### config.mk
export PLATFORM = sky130hd
export DESIGN_NAME = pwmlk_top
export DESIGN_NICKNAME = d
export VERILOG_FILES = /design/src/rtl/pwmlk_pkg.sv /design/src/rtl/pwmlk_regfile.sv /design/src/rtl/pwmlk_commit.sv /design/src/rtl/pwmlk_core.sv /design/src/rtl/pwmlk_top.sv
export SDC_FILE = /design/constraint.sdc
export NUM_CORES = 1
export LEC_CHECK = 0
export BUFFER_PORTS_ARGS = -buffer_cell sky130_fd_sc_hd__buf_4
export CAP_MARGIN = 20
export CORE_UTILIZATION = 50
export CTS_CLUSTER_SIZE = 8
export DETAILED_ROUTE_END_ITERATION = 12
export PLACE_DENSITY = 0.74
export SLEW_MARGIN = 10
export SYNTH_ARGS = -nofsm -noshare
export SYNTH_HDL_FRONTEND = slang
export SYNTH_SLANG_ARGS = --single-unit
### constraint.sdc
create_clock -name clk -period 3.28 [get_ports clk]
set_input_delay 0.164 -clock clk [delete_from_list [all_inputs] [get_ports clk]]
set_output_delay 0.164 -clock clk [all_outputs]
set_load 0.02 [all_outputs]
### src/rtl/pwmlk_pkg.sv
package pwmlk_pkg;

  // register select (byte offset bits 3:2)
  localparam logic [1:0] SEL_CNT  = 2'd0;
  localparam logic [1:0] SEL_PER  = 2'd1;
  localparam logic [1:0] SEL_DUTY = 2'd2;
  localparam logic [1:0] SEL_CTRL = 2'd3;

  // control word layout
  localparam int CTRL_W  = 9;
  localparam int B_EN    = 0;
  localparam int B_MODE  = 1;   // two bits: 2:1
  localparam int B_DPOL  = 3;
  localparam int B_IPOL  = 4;
  localparam int B_LOCK  = 6;
  localparam logic [CTRL_W-1:0] CTRL_MASK = 9'h17F;
  localparam logic [CTRL_W-1:0] CTRL_RST  = 9'h018;
  localparam logic [1:0]        MODE_CONT = 2'b01;

  typedef struct packed {
    logic dpol;   // level during duty phase
    logic ipol;   // level when stopped
  } pol_t;

  // true when the count is the final one of its period (period 0 acts as 1)
  function automatic logic is_last(input logic [63:0] cnt, input logic [63:0] period);
    return (cnt + 64'd1) >= period;
  endfunction

  // true while the count lies within the duty phase
  function automatic logic in_duty(input logic [63:0] cnt, input logic [63:0] duty);
    return cnt < duty;
  endfunction

  // output level from run state, phase and polarity
  function automatic logic out_level(input logic run, input logic duty_phase, input pol_t pol);
    if (!run) return pol.ipol;
    return duty_phase ? pol.dpol : ~pol.dpol;
  endfunction

endpackage

### src/rtl/pwmlk_regfile.sv
module pwmlk_regfile
  import pwmlk_pkg::*;
#(
  parameter int DATA_W = 32,
  parameter int CNT_W  = 16
)(
  input  logic              clk,
  input  logic              rst_n,
  input  logic              wr_en,
  input  logic [1:0]        sel,
  input  logic [DATA_W-1:0] wdata,
  input  logic [CNT_W-1:0]  live_cnt,
  output logic [DATA_W-1:0] rdata,
  output logic [CTRL_W-1:0] ctrl_q,
  output logic [CNT_W-1:0]  shd_period,
  output logic [CNT_W-1:0]  shd_duty
);

  logic unused_wdata;
  assign unused_wdata = ^wdata;

  logic wr_per, wr_duty, wr_ctrl;
  assign wr_per  = wr_en && (sel == SEL_PER);
  assign wr_duty = wr_en && (sel == SEL_DUTY);
  assign wr_ctrl = wr_en && (sel == SEL_CTRL);

  always_ff @(posedge clk or negedge rst_n) begin
    if (!rst_n) begin
      shd_period <= '0;
      shd_duty   <= '0;
      ctrl_q     <= CTRL_RST;
    end else begin
      if (wr_per)  shd_period <= wdata[CNT_W-1:0];
      if (wr_duty) shd_duty   <= wdata[CNT_W-1:0];
      if (wr_ctrl) ctrl_q     <= wdata[CTRL_W-1:0] & CTRL_MASK;
    end
  end

  always_comb begin
    unique case (sel)
      SEL_CNT:  rdata = DATA_W'(live_cnt);
      SEL_PER:  rdata = DATA_W'(shd_period);
      SEL_DUTY: rdata = DATA_W'(shd_duty);
      default:  rdata = DATA_W'(ctrl_q);
    endcase
  end

endmodule

### src/rtl/pwmlk_commit.sv
module pwmlk_commit
  import pwmlk_pkg::*;
#(
  parameter int CNT_W = 16
)(
  input  logic             clk,
  input  logic             rst_n,
  input  logic             lock,
  input  logic             boundary,
  input  logic [CNT_W-1:0] shd_period,
  input  logic [CNT_W-1:0] shd_duty,
  input  pol_t             shd_pol,
  output logic [CNT_W-1:0] act_period,
  output logic [CNT_W-1:0] act_duty,
  output pol_t             act_pol,
  output logic             commit_evt
);

  assign commit_evt = boundary && !lock;

  always_ff @(posedge clk or negedge rst_n) begin
    if (!rst_n) begin
      act_period <= '0;
      act_duty   <= '0;
      act_pol    <= '{dpol: 1'b1, ipol: 1'b1};
    end else if (commit_evt) begin
      act_period <= shd_period;
      act_duty   <= shd_duty;
      act_pol    <= shd_pol;
    end
  end

endmodule

### src/rtl/pwmlk_core.sv
module pwmlk_core
  import pwmlk_pkg::*;
#(
  parameter int CNT_W = 16
)(
  input  logic             clk,
  input  logic             rst_n,
  input  logic             run,
  input  logic [CNT_W-1:0] act_period,
  input  logic [CNT_W-1:0] act_duty,
  input  pol_t             act_pol,
  output logic [CNT_W-1:0] cnt,
  output logic             wrap_evt,
  output logic             pwm_out
);

  logic duty_phase;

  assign wrap_evt   = run && is_last(64'(cnt), 64'(act_period));
  assign duty_phase = in_duty(64'(cnt), 64'(act_duty));
  assign pwm_out    = out_level(run, duty_phase, act_pol);

  always_ff @(posedge clk or negedge rst_n) begin
    if (!rst_n)        cnt <= '0;
    else if (!run)     cnt <= '0;
    else if (wrap_evt) cnt <= '0;
    else               cnt <= cnt + 1'b1;
  end

endmodule

### src/rtl/pwmlk_top.sv
module pwmlk_top
  import pwmlk_pkg::*;
#(
  parameter int DATA_W = 32,
  parameter int CNT_W  = 16
)(
  input  logic              clk,
  input  logic              rst_n,
  input  logic              bus_wr,
  input  logic [3:2]        bus_addr,
  input  logic [DATA_W-1:0] bus_wdata,
  output logic [DATA_W-1:0] bus_rdata,
  output logic              pwm_out
);

  logic [CTRL_W-1:0] ctrl_q;
  logic [CNT_W-1:0]  shd_period, shd_duty;
  logic [CNT_W-1:0]  act_period, act_duty;
  logic [CNT_W-1:0]  cnt;
  pol_t              shd_pol, act_pol;
  logic              run, lock, boundary, wrap_evt, commit_evt;

  assign run      = ctrl_q[B_EN] && (ctrl_q[B_MODE+1:B_MODE] == MODE_CONT);
  assign lock     = ctrl_q[B_LOCK];
  assign shd_pol  = '{dpol: ctrl_q[B_DPOL], ipol: ctrl_q[B_IPOL]};
  assign boundary = !run || wrap_evt;

  pwmlk_regfile #(.DATA_W(DATA_W), .CNT_W(CNT_W)) u_regs (
    .clk(clk), .rst_n(rst_n), .wr_en(bus_wr), .sel(bus_addr), .wdata(bus_wdata),
    .live_cnt(cnt), .rdata(bus_rdata), .ctrl_q(ctrl_q),
    .shd_period(shd_period), .shd_duty(shd_duty)
  );

  pwmlk_commit #(.CNT_W(CNT_W)) u_commit (
    .clk(clk), .rst_n(rst_n), .lock(lock), .boundary(boundary),
    .shd_period(shd_period), .shd_duty(shd_duty), .shd_pol(shd_pol),
    .act_period(act_period), .act_duty(act_duty), .act_pol(act_pol),
    .commit_evt(commit_evt)
  );

  pwmlk_core #(.CNT_W(CNT_W)) u_core (
    .clk(clk), .rst_n(rst_n), .run(run), .act_period(act_period),
    .act_duty(act_duty), .act_pol(act_pol), .cnt(cnt),
    .wrap_evt(wrap_evt), .pwm_out(pwm_out)
  );

endmodule

==> flow_metrics.py, run 1 <==
metrics = {
    "synthesis": {
        "yosysUniqueCellTypes": 49,
        "synth.avg_cell_area_um2": 12.6,
        "yosys.area.top_type_share": 0.431,
        "synth_area_leaders": "dfrtp_1, mux2_2, mux2_4",
        "yosys_warnings": 0,
        "async_flop_share": 1.00,
        "netlist_area_mm2": 0.00500,
        "synth_edf_count": 0,
        "ys_seq_area_frac": 0.452,
        "ys.flop_type": "dfrtp_1",
        "yosysTopAreaCell": "dfrtp_1",
        "ys_seq_elements": 90,
        "netlist_instances": 396,
    },
    "place": {
        "place_area_mm2": 0.00542,
        "gp_congestion": 0.844,
        "dp_cells": 569,
        "place_ws_ps": 45.4,
        "dp_hpwl_um": 7070,
        "io_buffers": 37,
    },
    "timing": {
        "fin_crit_ps": 3190,
        "setup_violations": 0,
        "fin_crit_sh": 0.973,
        "fin_ws_ps": 88.5,
        "slew_viol_final": 0,
        "timing.hold.ws_ps": 35.1,
        "hold_viol": 0,
        "tightest_slew_ps": 911,
        "fmax_ghz": 0.313,
        "finClkSkew_ps": 13.4,
        "slew_headroom": 0.391,
        "finalSetupTns_ps": 0,
    },
    "cells_and_area": {
        "drive_above_1_share": 0.392,
        "diodes": 0,
        "seq_area_mm2": 0.00226,
        "final_cell_mix": "dfrtp_1, buf_4, mux2_2",
        "layout_commonest_cell": "dfrtp_1",
        "fin_area_mm2": 0.00583,
        "multi_input_area_mm2": 0.00250,
        "layoutNonFillerInstCount": 597,
        "synthToLayoutAreaGrowth_pct": 16.7,
        "num-nets-final": 528,
        "fill_cells": 784,
        "final_core_util": 0.599,
    },
    "grt": {
        "grt_pass1_wl_um": 16700,
        "grt_remaining_overflow": 0,
        "grt_max_degree": 91,
        "grt.total_usage": 0.216,
        "antenna_found_initial": 0,
        "first_global_vias": 3199,
    },
    "floorplanning": {
        "start_util": 0.514,
        "die_area_mm2": 0.0104,
        "dieHeight_um": 102,
        "core_mm2": 0.00973,
        "row_count": 36,
        "ios": 70,
        "die_w_um": 102,
    },
    "route": {
        "dr_total_vias": 3166,
        "drt-wirelength-per-cell_um": 17.7,
        "totalWireLength_um": 10600,
        "via_per_inst": 5.30,
        "ant_nets": 0,
        "drcViolationCount": 0,
        "drt-initial-drc-count": 138,
        "drt_first_pass_iters": 4,
    },
    "power_and_ir_drop": {
        "combPwrFrac": 0.329,
        "powerDensity_mw_per_mm2": 596,
        "p_int_mw": 2.42,
        "p_switching_mw": 1.05,
        "p_clk_frac": 0.216,
        "p_leak_nw": 2.87,
        "ir_drop_mv": 0.258,
        "p_sw_frac": 0.304,
        "p_seq_frac": 0.455,
        "p_total_mw": 3.47,
    },
    "critical_path": {
        "required_ps": 3530,
        "critPathMaxFanout": 9,
        "critPathSlowestCell": "dfrtp_1",
        "cpMostUsedCell": "buf_4",
        "r2r_slack_ps": 90,
        "worst-setup-path-type": "reg2reg",
        "crit_chain": "and4_4 -> nand4_4 -> nor2_2 -> buf_4 -> buf_4 -> xnor2_2 -> ha_1 -> a21oi_1 -> and2b_2 -> o21ai_1 -> o211ai_2 -> o21bai_4 -> buf_12 -> clkbuf_16 -> mux2_4",
        "crit_family": "simple AND/OR/NAND/NOR gates",
        "critPathArrivalTime_ps": 3440,
        "cp_num_cells": 15,
        "end_kind": "flip-flop",
        "reg2reg_depth": 15,
        "crit_path_start_kind": "flip-flop",
        "cp_num_buf_inv": 4,
        "slowest_delay_ps": 360,
    },
    "clock_network": {
        "clkSinkCount": 90,
        "numCtsBuffers": 9,
        "root_buffer": "clkbuf_8",
        "clock_latency_ps": 370,
        "clk_pin_slew_ps": 80,
        "tritoncts": "yes",
        "cts.path.max_buffers": 2,
        "htree_levels": 3,
    },
    "min_path": {
        "holdPathStages": 2,
        "hold_path_class": "in2reg",
    },
    "flow_run": {
        "max-cap-violations": 0,
    },
    "run_status": {
        "status": "complete, no violations",
    },
}
-- flip-flops by register name (all words and copies together), names as in the netlist --
register and cells:
u_commit.act_duty 16, u_commit.act_period 16, u_commit.act_pol 2, u_core.cnt 16
u_regs.ctrl_q 8, u_regs.shd_duty 16, u_regs.shd_period 16
-- worst paths after layout --
check / start / to
min in group asynchronous: rst_n / u_regs.shd_period[0]
worst min register to register: u_regs.ctrl_q[8] / u_regs.ctrl_q[8]
worst max-delay path: u_core.cnt[9] / u_commit.act_duty[12]
worst max register to register: u_core.cnt[9] / u_commit.act_duty[12]
worst min-delay path: bus_wdata[15] / u_regs.shd_period[15]
max in group asynchronous: rst_n / u_regs.ctrl_q[3]
-- power by group through the flow --
stage / Clock (mW) / Combinational [mW] / Sequential, mW
2_1_floorplan: 0 / 0.841 / 1.53
3_3_place_gp: 0 / 1.03 / 1.59
3_5_place_dp: 0 / 1.06 / 1.60
4_1_cts: 0.769 / 1.07 / 1.58
5_1_grt: 0.817 / 1.25 / 1.62
6_report: 0.750 / 1.14 / 1.58
-- kinds of logic (layout without fill, tap and decap cells) --
| group | after synthesis | after routing | synth area share |
|---|---|---|---|
| buf+inv | 59 | 112 | 0.0663 |
| fa+ha+maj | 32 | 32 | 0.0801 |
| other cells | 1 | 16 | 0.000750 |
| compound gates | 36 | 36 | 0.0498 |
| flops | 90 | 90 | 0.452 |
| simple gates | 74 | 74 | 0.0854 |
| mux | 90 | 90 | 0.241 |
| xor+xnor | 14 | 14 | 0.0245 |
-- cells in the mapped netlist, types with 5 or more instances --
| master | count |
|---|---|
| nor2b_1 | 15 |
| nand4_1 | 5 |
| nand2_1 | 16 |
| buf_2 | 5 |
| mux2i_1 | 8 |
| mux2_2 | 44 |
| xnor2_1 | 6 |
| dfrtp_1 | 86 |
| nor2_1 | 10 |
| mux4_2 | 8 |
| o21ai_0 | 14 |
| buf_4 | 16 |
| xor2_1 | 8 |
| a21oi_1 | 7 |
| nand3_1 | 6 |
| mux2_4 | 30 |
| inv_1 | 32 |
| ha_1 | 32 |
-- area by class of cell --
class,count,share of cell area
clock buffer,13,0.0255
multi-input combinational,262,0.430
timing repair buffer,64,0.102
tap,133,0.0285
inverter,32,0.0206
sequential,90,0.387
clock inverter,3,0.00687
-- routing by layer --
layer,vias up,routed length [um],GRT usage
met4,0,232,0.0912
met3,18,377,0.0308
met2,72,5210,0.346
li1,1486,-,-
met1,1590,4770,0.296
met5,-,0,0
-- timing repair --
item / in CTS / in global routing
setup buffers: 0 / 7
resized for setup: 0 / 9
hold buffers: 0 / 1
endpoints found under the hold margin: 0 / 40
endpoints found under the setup margin: 0 / 34
-- worst reg2reg max path: stages, from the launching register on --
cell and delay [ps]:
dfrtp_1 360, and4_4 280, nand4_4 120, nor2_2 160
buf_4 120, buf_4 100, xnor2_2 120, ha_1 280
a21oi_1 190, and2b_2 240, o21ai_1 160, o211ai_2 150
o21bai_4 190, buf_12 150, clkbuf_16 170, mux2_4 300
(Power assumes the default switching activity.)
==> inputs of run 2 (changes only) <==
--- a/config.mk
+++ b/config.mk
@@ -7,10 +7,11 @@
 export LEC_CHECK = 0
 export BUFFER_PORTS_ARGS = -buffer_cell sky130_fd_sc_hd__buf_4
 export CAP_MARGIN = 20
+export CORE_MARGIN = 8
 export CORE_UTILIZATION = 50
 export CTS_CLUSTER_SIZE = 8
 export DETAILED_ROUTE_END_ITERATION = 12
-export PLACE_DENSITY = 0.74
+export PLACE_DENSITY_LB_ADDON = 0.1
 export SLEW_MARGIN = 10
 export SYNTH_ARGS = -nofsm -noshare
 export SYNTH_HDL_FRONTEND = slang
==> flow_metrics.py, run 2 (synthesis results as in run 1) <==
metrics = {
    "clock_network": {
        "clock_latency_ps": 370,
        "clkSinkCount": 90,
        "cts.path.max_buffers": 2,
        "clk_pin_slew_ps": 80,
        "root_buffer": "clkbuf_8",
        "htree_levels": 3,
        "tritoncts": "yes",
        "numCtsBuffers": 9,
    },
    "critical_path": {
        "end_kind": "flip-flop",
        "critPathArrivalTime_ps": 3420,
        "required_ps": 3540,
        "worst-setup-path-type": "reg2reg",
        "critPathMaxFanout": 6,
        "crit_path_start_kind": "flip-flop",
    },
    "grt": {
        "grt_max_degree": 71,
        "grt.total_usage": 0.168,
        "grt_pass1_wl_um": 17200,
        "first_global_vias": 3377,
        "antenna_found_initial": 0,
        "grt_remaining_overflow": 0,
    },
    "route": {
        "drcViolationCount": 0,
        "dr_total_vias": 3137,
        "drt_first_pass_iters": 4,
        "ant_nets": 0,
        "via_per_inst": 5.23,
        "drt-wirelength-per-cell_um": 18.0,
        "totalWireLength_um": 10800,
        "drt-initial-drc-count": 94,
    },
    "floorplanning": {
        "core_mm2": 0.00973,
        "start_util": 0.514,
        "die_w_um": 116,
        "die_area_mm2": 0.0134,
        "row_count": 36,
        "dieHeight_um": 116,
        "ios": 70,
    },
    "timing": {
        "finClkSkew_ps": 13.6,
        "timing.hold.ws_ps": 32.0,
        "slew_headroom": 0.369,
        "tightest_slew_ps": 945,
        "fmax_ghz": 0.316,
        "fin_crit_sh": 0.965,
        "fin_crit_ps": 3170,
        "finalSetupTns_ps": 0,
        "hold_viol": 0,
        "slew_viol_final": 0,
        "fin_ws_ps": 114,
        "setup_violations": 0,
    },
    "cells_and_area": {
        "diodes": 0,
        "final_core_util": 0.599,
        "layoutNonFillerInstCount": 600,
        "fin_area_mm2": 0.00583,
        "synthToLayoutAreaGrowth_pct": 16.7,
        "final_cell_mix": "dfrtp_1, buf_4, mux2_2",
        "num-nets-final": 531,
        "layout_commonest_cell": "dfrtp_1",
        "drive_above_1_share": 0.400,
    },
    "run_status": {
        "status": "complete, no violations",
    },
    "place": {
        "gp_congestion": 0.796,
        "place_area_mm2": 0.00543,
        "io_buffers": 37,
        "dp_cells": 571,
        "dp_hpwl_um": 7340,
        "place_ws_ps": 104,
    },
    "power_and_ir_drop": {
        "p_total_mw": 3.49,
        "powerDensity_mw_per_mm2": 598,
        "ir_drop_mv": 0.347,
        "p_leak_nw": 2.87,
    },
    "flow_run": {
        "max-cap-violations": 0,
    },
    "min_path": {
        "hold_path_class": "in2reg",
    },
}
==> run 2: worst paths after layout <==
path	from	to	slack, ps	cells past startpoint
setup / recovery	u_core.cnt[9]	u_commit.act_duty[14]	110	15
hold / removal	bus_wdata[13]	u_regs.shd_period[13]	30	2
setup reg to reg	u_core.cnt[9]	u_commit.act_duty[14]	110	15
hold reg to reg	u_commit.act_duty[13]	u_commit.act_duty[13]	510	1
max in group asynchronous	rst_n	u_commit.act_pol[0]	1920	3
min in group asynchronous	rst_n	u_regs.ctrl_q[5]	460	2
==> run 2: area by class of cell <==
cell class                      count  area, um2
Sequential cell                    90       2260
Clock inverter                      3       40.0
Multi-Input combinational cell    262       2510
Clock buffer                       13        159
Timing Repair Buffer               67        577
Tap cell                          133        166
Inverter                           32        120
Fill cell                         837       3900
==> run 2: worst max-delay path: stages, from the launching register on <==
cell       delay, ps
dfrtp_1          360
and4_4           280
nand4_4          120
nor2_2           150
and3_4           210
xor2_2            60
ha_1             300
nand4_1          150
buf_4            180
nor2_2           120
o2111ai_2        150
o211ai_2         260
o21bai_4         120
buf_12           150
clkbuf_16        160
mux2_4           300
==> run 2: report_power, final <==
| part | switching [mW] | leakage (nW) | total (mW) | internal (mW) |
|---|---|---|---|---|
| Combinational | 0.495 | 1.67 | 1.14 | 0.645 |
| Sequential | 0.178 | 1.09 | 1.58 | 1.40 |
| Clock | 0.379 | 0.103 | 0.771 | 0.392 |
| Total | 1.05 | 2.87 | 3.49 | 2.43 |
==> run 2: what timing repair did <==
action / 4_1_cts / 5_1_grt
hold endpoints to repair: 67 / 0
setup buffers: 0 / 9
setup endpoints to repair: 0 / 35
hold buffers: 1 / 0
gates resized for setup: 0 / 11
==> run 2: per-layer routing <==
layer | GRT usage | up-vias | share of wire
li1 | - | 1494 | -
met1 | 0.216 | 1568 | 0.46
met2 | 0.271 | 65 | 0.47
met3 | 0.0422 | 10 | 0.057
met4 | 0.0519 | 0 | 0.010
met5 | 0 | - | 0
==> inputs of run 3 (changes only) <==
--- a/config.mk
+++ b/config.mk
@@ -8,10 +8,11 @@
 export BUFFER_PORTS_ARGS = -buffer_cell sky130_fd_sc_hd__buf_4
 export CAP_MARGIN = 20
 export CORE_MARGIN = 8
-export CORE_UTILIZATION = 50
+export CORE_UTILIZATION = 52
 export CTS_CLUSTER_SIZE = 8
 export DETAILED_ROUTE_END_ITERATION = 12
 export PLACE_DENSITY_LB_ADDON = 0.1
+export REMOVE_ABC_BUFFERS = 1
 export SLEW_MARGIN = 10
 export SYNTH_ARGS = -nofsm -noshare
 export SYNTH_HDL_FRONTEND = slang
==> flow_metrics.py, run 3 (synthesis results as in run 1) <==
metrics = {
    "power_and_ir_drop": {
        "combPwrFrac": 0.336,
        "p_seq_frac": 0.466,
        "p_int_mw": 2.32,
        "p_clk_frac": 0.198,
        "powerDensity_mw_per_mm2": 584,
        "p_leak_nw": 2.86,
        "ir_drop_mv": 0.271,
        "p_switching_mw": 1.08,
        "p_sw_frac": 0.318,
    },
    "grt": {
        "grt_max_degree": 76,
        "grt_remaining_overflow": 0,
        "grt.total_usage": 0.169,
        "grt_pass1_wl_um": 17100,
        "first_global_vias": 3322,
        "antenna_found_initial": 0,
    },
    "min_path": {
        "hold_path_class": "in2reg",
        "hp-start": "bus_wdata[13]",
        "hold_end": "u_regs.shd_period[13]",
        "holdPathStages": 2,
    },
    "flow_run": {
        "max-cap-violations": 0,
    },
    "floorplanning": {
        "die_area_mm2": 0.0130,
        "row_count": 35,
        "ios": 70,
        "core_mm2": 0.00928,
        "die_w_um": 114,
        "start_util": 0.538,
        "dieHeight_um": 114,
    },
    "place": {
        "dp_hpwl_um": 7500,
        "dp_cells": 567,
        "gp_congestion": 0.785,
        "place_area_mm2": 0.00543,
        "io_buffers": 37,
    },
    "clock_network": {
        "clock_latency_ps": 350,
        "tritoncts": "yes",
        "htree_levels": 3,
        "root_buffer": "clkbuf_8",
        "clkSinkCount": 90,
        "clk_pin_slew_ps": 90,
        "cts.path.max_buffers": 2,
        "numCtsBuffers": 9,
    },
    "route": {
        "drcViolationCount": 0,
        "drt-wirelength-per-cell_um": 18.1,
        "drt-initial-drc-count": 148,
        "drt_first_pass_iters": 4,
        "via_per_inst": 5.23,
        "totalWireLength_um": 10800,
        "dr_total_vias": 3113,
        "ant_nets": 0,
    },
    "timing": {
        "fin_crit_ps": 3190,
        "slew_headroom": 0.349,
        "setup_violations": 0,
        "timing.hold.ws_ps": 50.2,
        "finalSetupTns_ps": 0,
        "tightest_slew_ps": 976,
        "rsz0062_at_grt": "true",
        "fmax_ghz": 0.314,
        "fin_crit_sh": 0.972,
        "hold_viol": 0,
        "finClkSkew_ps": 9.41,
        "slew_viol_final": 0,
    },
    "critical_path": {
        "r2r-end": "u_commit.act_period[4]",
        "slowest_delay_ps": 360,
        "required_ps": 3520,
        "crit_chain": "and3_4 -> nand4_1 -> buf_4 -> nor2_4 -> xor2_1 -> ha_1 -> a21oi_2 -> nor2_2 -> nor4_2 -> o211ai_2 -> o21bai_4 -> buf_12 -> clkbuf_16 -> mux2_4",
        "worst-setup-path-type": "reg2reg",
        "critPathMaxFanout": 8,
        "reg2reg_from": "u_core.cnt[3]",
        "r2r_slack_ps": 90,
        "reg2reg_depth": 14,
        "critPathArrivalTime_ps": 3430,
        "end_kind": "flip-flop",
        "crit_path_start_kind": "flip-flop",
        "critPathSlowestCell": "dfrtp_1",
    },
    "cells_and_area": {
        "drive_above_1_share": 0.410,
        "layout_commonest_cell": "dfrtp_1",
        "final_cell_mix": "dfrtp_1, buf_4, mux2_2",
        "synthToLayoutAreaGrowth_pct": 16.3,
        "num-nets-final": 530,
        "layoutNonFillerInstCount": 595,
        "fin_area_mm2": 0.00581,
        "diodes": 0,
    },
    "run_status": {
        "status": "complete, no violations",
    },
}
==> run 3: cell types whose count changed in the layout (fill, tap and decap cells not counted), moves of 2 or more <==
cell and delta:
clkbuf_8 -2, clkinv_2 +2, mux2_2 -2, dfrtp_1 -2
clkbuf_1 -2, dfrtp_2 +2, mux2_4 +2, nor2_4 +2
==> run 3: final cells by class <==
class | instances | area [um2]
multi-input combinational | 262 | 2530
clock buffer | 9 | 124
inverter | 32 | 120
clock inverter | 7 | 45.0
tap | 129 | 161
fill | 768 | 3470
sequential | 90 | 2260
timing repair buffer | 66 | 574
==> run 3: power by group through the flow <==
stage	sequential [mW]	combinational, mW	clock [mW]
2_1_floorplan	1.53	0.787	0
3_3_place_gp	1.59	1.04	0
3_5_place_dp	1.60	1.07	0
4_1_cts	1.58	1.08	0.695
5_1_grt	1.62	1.26	0.738
6_report	1.58	1.14	0.674
==> run 3: metal layers <==
metal | part of all wire | global-route usage | wire [um] | vias up
li1 | - | - | - | 1488
met2 | 0.45 | 0.254 | 4870 | 61
met4 | 0.0083 | 0.0524 | 89 | 0
met3 | 0.048 | 0.0349 | 518 | 7
met5 | 0 | 0 | 0 | -
met1 | 0.49 | 0.240 | 5280 | 1557
==> run 3: worst max path at each step <==
stage | depth (start not counted) | from | end
after floorplan | 12 | u_core.cnt[7] | u_commit.act_duty[15]
after global placement | 13 | u_core.cnt[3] | u_commit.act_duty[15]
after detailed placement | 13 | u_core.cnt[2] | u_commit.act_period[15]
after CTS | 13 | u_core.cnt[2] | u_commit.act_period[15]
after global routing | 14 | u_core.cnt[4] | u_commit.act_period[4]
final | 14 | u_core.cnt[3] | u_commit.act_period[4]
==> run 3: through the flow <==
step	worst slack, ps	utilization	total power, mW
6_report	91.2	0.626	3.40
5_1_grt	-107	0.626	3.62
4_1_cts	58.6	0.605	3.35
3_5_place_dp	98.4	0.585	2.67
3_3_place_gp	128	0.585	2.63
2_1_floorplan	-253	-	2.32
==> run 3: worst max-delay path, delay by kind of cell (launching register included) <==
kind	cells	cell delay (ps)
XOR/XNOR	1	190
flip-flops	1	360
AND/OR/NAND/NOR	5	850
buffers and inverters	3	540
multiplexers	1	300
AO/OA/AOI/OAI	3	540
adder cells (fa/ha/maj)	1	280
==> run 3: repair_timing <==
| item | 4_1_cts | 5_1_grt |
|---|---|---|
| resized for setup | 0 | 18 |
| hold buffers | 1 | 0 |
| endpoints found under the hold margin | 52 | 0 |
| setup endpoints to repair | 0 | 47 |
| buffers inserted | 0 | 9 |
